===== src/rtl/lsbtrk_pkg.sv =====
package lsbtrk_pkg;

    // Converter activity: waiting for enable, or stepping through decisions.
    typedef enum logic {
        PH_IDLE = 1'b0,
        PH_RUN  = 1'b1
    } phase_t;

endpackage


===== src/rtl/lsbtrk_sync.sv =====
module lsbtrk_sync #(
    parameter int STAGES = 2
) (
    input  logic clk,
    input  logic rst_n,
    input  logic d,
    output logic q
);

    logic [STAGES-1:0] chain_d, chain_q;

    always_comb begin
        chain_d = {chain_q[STAGES-2:0], d};
    end

    always_ff @(posedge clk) begin
        if (!rst_n) chain_q <= '0;
        else        chain_q <= chain_d;
    end

    assign q = chain_q[STAGES-1];

endmodule


===== src/rtl/lsbtrk_pace.sv =====
module lsbtrk_pace #(
    parameter int CNT_W = 9
) (
    input  logic             clk,
    input  logic             rst_n,
    input  logic             restart,
    input  logic [CNT_W-1:0] span,
    output logic             due
);

    typedef struct packed {
        logic [CNT_W-1:0] cnt;
    } pace_t;

    pace_t p_d, p_q;

    always_comb begin
        p_d = p_q;
        if (restart)
            p_d.cnt = span;
        else if (p_q.cnt != '0)
            p_d.cnt = p_q.cnt - 1'b1;
    end

    always_ff @(posedge clk) begin
        if (!rst_n) p_q <= '0;
        else        p_q <= p_d;
    end

    assign due = (p_q.cnt == '0);

    AST_SETTLE_LOAD: assert property (@(posedge clk) disable iff (!rst_n)
        restart |=> (p_q.cnt == $past(span)));

    AST_NO_EARLY_DUE: assert property (@(posedge clk) disable iff (!rst_n)
        (restart && span != '0) |=> !due);

endmodule


===== src/rtl/lsbtrk_search.sv =====
module lsbtrk_search
    import lsbtrk_pkg::*;
#(
    parameter int DAC_W = 5
) (
    input  logic             clk,
    input  logic             rst_n,
    input  logic             enable,
    input  logic             cmp_s,
    input  logic             due,
    output logic             arm,
    output logic [DAC_W-1:0] code,
    output logic [DAC_W-1:0] result,
    output logic             valid
);

    localparam logic [DAC_W-1:0] CODE_MAX = '1;
    localparam logic [DAC_W-1:0] STEP_ONE = DAC_W'(1);
    localparam logic [DAC_W-1:0] STEP_TOP = DAC_W'(1) << (DAC_W - 1);

    typedef struct packed {
        phase_t           phase;
        logic [DAC_W-1:0] code;
        logic [DAC_W-1:0] step;
        logic [DAC_W-1:0] result;
        logic             above;
        logic             first;
        logic             narrow;
        logic             valid;
    } eng_t;

    eng_t s_d, s_q;

    logic             decide;
    logic             at_rail;
    logic             flipped;
    logic             finish;
    logic [DAC_W-1:0] picked;
    logic [DAC_W:0]   doubled;
    logic [DAC_W-1:0] grown;
    logic [DAC_W-1:0] halved;
    logic [DAC_W-1:0] nstep;
    logic [DAC_W:0]   up_sum;
    logic [DAC_W-1:0] up_code;
    logic [DAC_W-1:0] down_code;

    // Decision helpers: rail detection, polarity change, next step size.
    always_comb begin
        decide    = (s_q.phase == PH_RUN) && due;
        at_rail   = cmp_s ? (s_q.code == CODE_MAX) : (s_q.code == '0);
        flipped   = !s_q.first && (cmp_s != s_q.above);
        finish    = at_rail || (flipped && s_q.step == STEP_ONE);
        picked    = (at_rail || cmp_s) ? s_q.code : s_q.code - 1'b1;

        doubled   = {s_q.step, 1'b0};
        grown     = (doubled > {1'b0, STEP_TOP}) ? STEP_TOP : doubled[DAC_W-1:0];
        halved    = ((s_q.step >> 1) == '0) ? STEP_ONE : (s_q.step >> 1);
        if (s_q.first)
            nstep = STEP_ONE;
        else if (flipped || s_q.narrow)
            nstep = halved;
        else
            nstep = grown;

        up_sum    = {1'b0, s_q.code} + {1'b0, nstep};
        up_code   = up_sum[DAC_W] ? CODE_MAX : up_sum[DAC_W-1:0];
        down_code = (s_q.code < nstep) ? '0 : s_q.code - nstep;
    end

    always_comb begin
        s_d       = s_q;
        s_d.valid = 1'b0;
        arm       = 1'b0;
        case (s_q.phase)
            PH_IDLE: begin
                if (enable) begin
                    s_d.phase  = PH_RUN;
                    s_d.first  = 1'b1;
                    s_d.narrow = 1'b0;
                    s_d.step   = STEP_ONE;
                    arm        = 1'b1;
                end
            end
            PH_RUN: begin
                if (decide) begin
                    if (finish) begin
                        s_d.result = picked;
                        s_d.code   = picked;
                        s_d.valid  = 1'b1;
                        s_d.first  = 1'b1;
                        s_d.narrow = 1'b0;
                        s_d.step   = STEP_ONE;
                        if (enable) arm = 1'b1;
                        else        s_d.phase = PH_IDLE;
                    end else begin
                        s_d.step   = nstep;
                        s_d.code   = cmp_s ? up_code : down_code;
                        s_d.above  = cmp_s;
                        s_d.first  = 1'b0;
                        s_d.narrow = s_q.narrow | flipped;
                        arm        = 1'b1;
                    end
                end
            end
            default: s_d.phase = PH_IDLE;
        endcase
    end

    always_ff @(posedge clk) begin
        if (!rst_n) begin
            s_q.phase  <= PH_IDLE;
            s_q.code   <= '0;
            s_q.step   <= STEP_ONE;
            s_q.result <= '0;
            s_q.above  <= 1'b0;
            s_q.first  <= 1'b1;
            s_q.narrow <= 1'b0;
            s_q.valid  <= 1'b0;
        end else begin
            s_q <= s_d;
        end
    end

    assign code   = s_q.code;
    assign result = s_q.result;
    assign valid  = s_q.valid;

    AST_ONE_SHOT_VALID: assert property (@(posedge clk) disable iff (!rst_n)
        s_q.valid |=> !s_q.valid);

    AST_RESTART_FROM_RESULT: assert property (@(posedge clk) disable iff (!rst_n)
        s_q.valid |-> (s_q.code == s_q.result));

    AST_NO_WRAP: assert property (@(posedge clk) disable iff (!rst_n)
        (s_q.code != $past(s_q.code)) |->
        (((s_q.code > $past(s_q.code)) ? (s_q.code - $past(s_q.code))
                                       : ($past(s_q.code) - s_q.code)) <= STEP_TOP));

    AST_FIRST_MOVE_UNIT: assert property (@(posedge clk) disable iff (!rst_n)
        (decide && s_q.first && !finish) |=>
        (((s_q.code > $past(s_q.code)) ? (s_q.code - $past(s_q.code))
                                       : ($past(s_q.code) - s_q.code)) == STEP_ONE));

    AST_IDLE_HOLDS: assert property (@(posedge clk) disable iff (!rst_n)
        (s_q.phase == PH_IDLE && $past(s_q.phase) == PH_IDLE) |-> $stable(s_q.code));

endmodule


===== src/rtl/lsbtrk_adc.sv =====
module lsbtrk_adc #(
    parameter int DAC_W       = 5,
    parameter int SETTLE_W    = 8,
    parameter int SYNC_STAGES = 2
) (
    input  logic                clk,
    input  logic                rst_n,
    input  logic                enable,
    input  logic [SETTLE_W-1:0] settle_cycles,
    input  logic                cmp_in,
    output logic [DAC_W-1:0]    dac_code,
    output logic [DAC_W-1:0]    sample,
    output logic                sample_valid
);

    localparam int CNT_W = SETTLE_W + 1;

    logic             cmp_s;
    logic             due;
    logic             arm;
    logic [CNT_W-1:0] span;

    // Each decision waits for the synchronizer plus the programmed settling.
    assign span = CNT_W'(settle_cycles) + CNT_W'(SYNC_STAGES);

    lsbtrk_sync #(.STAGES(SYNC_STAGES)) u_sync (
        .clk   (clk),
        .rst_n (rst_n),
        .d     (cmp_in),
        .q     (cmp_s)
    );

    lsbtrk_pace #(.CNT_W(CNT_W)) u_pace (
        .clk     (clk),
        .rst_n   (rst_n),
        .restart (arm),
        .span    (span),
        .due     (due)
    );

    lsbtrk_search #(.DAC_W(DAC_W)) u_search (
        .clk    (clk),
        .rst_n  (rst_n),
        .enable (enable),
        .cmp_s  (cmp_s),
        .due    (due),
        .arm    (arm),
        .code   (dac_code),
        .result (sample),
        .valid  (sample_valid)
    );

    AST_STROBE_MATCHES_LADDER: assert property (@(posedge clk) disable iff (!rst_n)
        sample_valid |-> (dac_code == sample));

endmodule


===== config.mk =====
export PLATFORM = sky130hd
export DESIGN_NAME = lsbtrk_adc
export DESIGN_NICKNAME = d
export VERILOG_FILES = /design/src/rtl/lsbtrk_pkg.sv /design/src/rtl/lsbtrk_sync.sv /design/src/rtl/lsbtrk_pace.sv /design/src/rtl/lsbtrk_search.sv /design/src/rtl/lsbtrk_adc.sv
export SDC_FILE = /design/constraint.sdc
export NUM_CORES = 1
export LEC_CHECK = 0
export BUFFER_PORTS_ARGS = -buffer_cell sky130_fd_sc_hd__buf_2
export CORE_MARGIN = 2
export CORE_UTILIZATION = 30
export CTS_BUF_LIST = sky130_fd_sc_hd__clkbuf_8
export DETAILED_ROUTE_END_ITERATION = 10
export SYNTH_ARGS = -nofsm -noshare
export SYNTH_HDL_FRONTEND = slang
export SYNTH_HIERARCHICAL = 1
export SYNTH_SLANG_ARGS = --single-unit
export TNS_END_PERCENT = 1

===== constraint.sdc =====
create_clock -name clk -period 2.8 [get_ports clk]
set_input_delay 0.14 -clock clk [delete_from_list [all_inputs] [get_ports clk]]
set_output_delay 0.14 -clock clk [all_outputs]
set_load 0.02 [all_outputs]

==> flow_summary.ini <==
[cts]
clkSinkCount = 31
cts_buffer_depth = 2
htree_levels = 2
clk_pin_slew_ns = 0.07
cts-buffers-inserted = 5
insertion_delay_ns = 0.29
cts-root-buf = clkbuf_8
cts_tree = built

[floorplan]
dieHeight_um = 93.53
die_w_um = 93.53
io_pins = 23
core_area_mm2 = 0.007727
std_cell_rows = 32
dieArea_mm2 = 0.008748
start_util = 0.3112

[timing]
fin_crit_ns = 2.615
finalHoldViolations = 0
max_slew_margin = 0.6169
max_clock_freq_ghz = 0.3825
whs_ns = 0.04915
tightest_slew_ns = 0.5746
finalMaxSlewViolations = 0
setup_tns_ns = 0
setup_viol = 0
rsz0062_at_grt = false
clock_skew_ns = 0.008333
fin_crit_sh = 0.9338

[critical_path]
critPathLaunchType = register
worst_ep_required_time_ns = 2.97
path_class = reg -> reg
crit_fanout = 5
crit_path_end_kind = register
arrival_ns = 2.78

[synthesis]
synth.avg_cell_area_um2 = 8.321
synth-seq-cells = 31
netlist_instances = 289
synth_edf_count = 0
yosysTopAreaCellShare = 0.2581
syn_area_mm2 = 0.002405
async_flop_share = 0
synthDistinctLibCells = 65
syn_nets = 317
ys.flop_type = dfxtp_1
synth.largest_area_cell = dfxtp_1
seq_area_frac_synth = 0.2581
ys_warn_count = 6
synth.area.top_cells = dfxtp_1 26%, ha_1 7.3%, mux2i_1 4.2%

[final_layout]
final_nets = 342
n_fill_cell = 819
layout-drive-gt1-share = 0.2317
final_common_cell = dfxtp_1
n_antenna_cell = 0
final_cell_mix = 29 x dfxtp_1, 22 x buf_2, 20 x nand2_1, 20 x nor2_1, 19 x buf_4
area_growth_pct = 14.72

[drt]
wl_per_cell_um = 12.91
route.vias.total = 2089
postRouteAntennaNets = 0
drt_iter0_drc = 63
viasPerCell = 5.010
drtPass1Iterations = 4
drc_errors = 0
wirelength_um = 5383

[global_route]
grt_overflow = 0
grt_pass1_wl_um = 9087
grt_util_all_layers = 0.1286
grt_pass1_vias = 1920
antenna_found_initial = 0
grt_max_degree = 40

[worst_hold_path]
min_path_type = in -> reg

[power_and_ir_drop]
total_power_mw = 1.800
leakagePower_nw = 1.129
power_density_mw_per_mm2 = 652.5
peakVddDrop_mv = 0.2330

[placed_design]
io_buffers = 22
globalplace.congestion = 0.9296
post-dp-hpwl_um = 4135

[run_status]
outcome = finished, final reports clean

[flow_run]
drv_cap = 0
## metal layers
layer,up-vias,wire (um),track usage
li1,1077,-,-
met3,6,197,0.02337
met5,-,0,0
met4,0,68,0.04348
met1,961,2644,0.1729
met2,45,2472,0.2074
## area by class of cell
type                    instances  area (um2)  share of cell area
repair buffers                 41       252.7             0.09161
multi-input cells             219        1604              0.5814
clock buffers                   5       68.82             0.02494
well taps                     102       127.6             0.04626
clock inverters                 3       20.02            0.007256
flip-flops and latches         31       625.6              0.2268
inverters                      16       60.06             0.02177
## synthesized netlist by cell type, types with 7 or more instances
cell	number
dfxtp_1	31
nand2_1	20
nor2_1	20
inv_1	16
a21oi_1	15
ha_1	14
o21ai_0	14
buf_4	12
nor2b_1	12
nand3_1	11
mux2i_1	10
nor3_1	7
## registers in the layout, indices dropped and copies added, names as in the netlist
signal / count
u_pace/p_q: 9
u_search/s_q: 4
u_search/doubled: 5
u_search/valid: 1
u_search/code: 5
u_sync/chain_q: 2
u_search/result: 5
## power breakdown
group	internal, mW	switching, mW
combinational	0.407	0.471
clock	0.173	0.176
sequential	0.504	0.0691
total	1.08	0.717
## final timing paths
| check | startpoint | to | slack, ns | cells after the start |
|---|---|---|---|---|
| setup / recovery | u_sync/chain_q[1] | u_search/code[4] | 0.19 | 11 |
| hold / removal | cmp_in | u_sync/chain_q[0] | 0.05 | 2 |
| setup reg to reg | u_sync/chain_q[1] | u_search/code[4] | 0.19 | 11 |
| hold reg to reg | u_sync/chain_q[0] | u_sync/chain_q[1] | 0.45 | 1 |
## what timing repair did
item | in CTS | in global routing
endpoints found under the setup margin | 0 | 4
gates resized for setup | 0 | 9
hold buffers | 0 | 0
buffers inserted | 0 | 1
endpoints found under the hold margin | 0 | 0
## worst max-delay path: stages (launching register included)
cell and delay, ns:
dfxtp_4 0.37, xnor2_4 0.16, o21bai_4 0.21, mux2i_1 0.12, or2_2 0.30, inv_2 0.08, fa_2 0.19, or4b_4 0.46
nor3_2 0.18, o221ai_1 0.14, a22oi_1 0.21, o22ai_1 0.09
## logic make-up after synthesis
| family | count (synthesis) | synth area share |
|---|---|---|
| and+or+nand+nor | 106 | 0.2508 |
| DFF | 31 | 0.2581 |
| adders and majority gates | 16 | 0.08949 |
| muxes | 12 | 0.05255 |
| xor gates and xnor gates | 13 | 0.05047 |
| AOI/OAI and AO/OA | 72 | 0.2086 |
| buffers and inverters | 39 | 0.09001 |
## per-stage QoR
stage / worst slack (ns) / instances / util / cell area, um2
floorplan: 0.05596 / 289 / - / 2431
global placement: 0.1149 / 408 / 0.3423 / 2645
detailed placement: 0.07886 / 408 / 0.3423 / 2645
CTS: 0.05277 / 416 / 0.3538 / 2734
global route: 0.008147 / 417 / 0.3570 / 2759
finish: 0.1853 / 417 / 0.3570 / 2759
(Power assumes the default switching activity.)
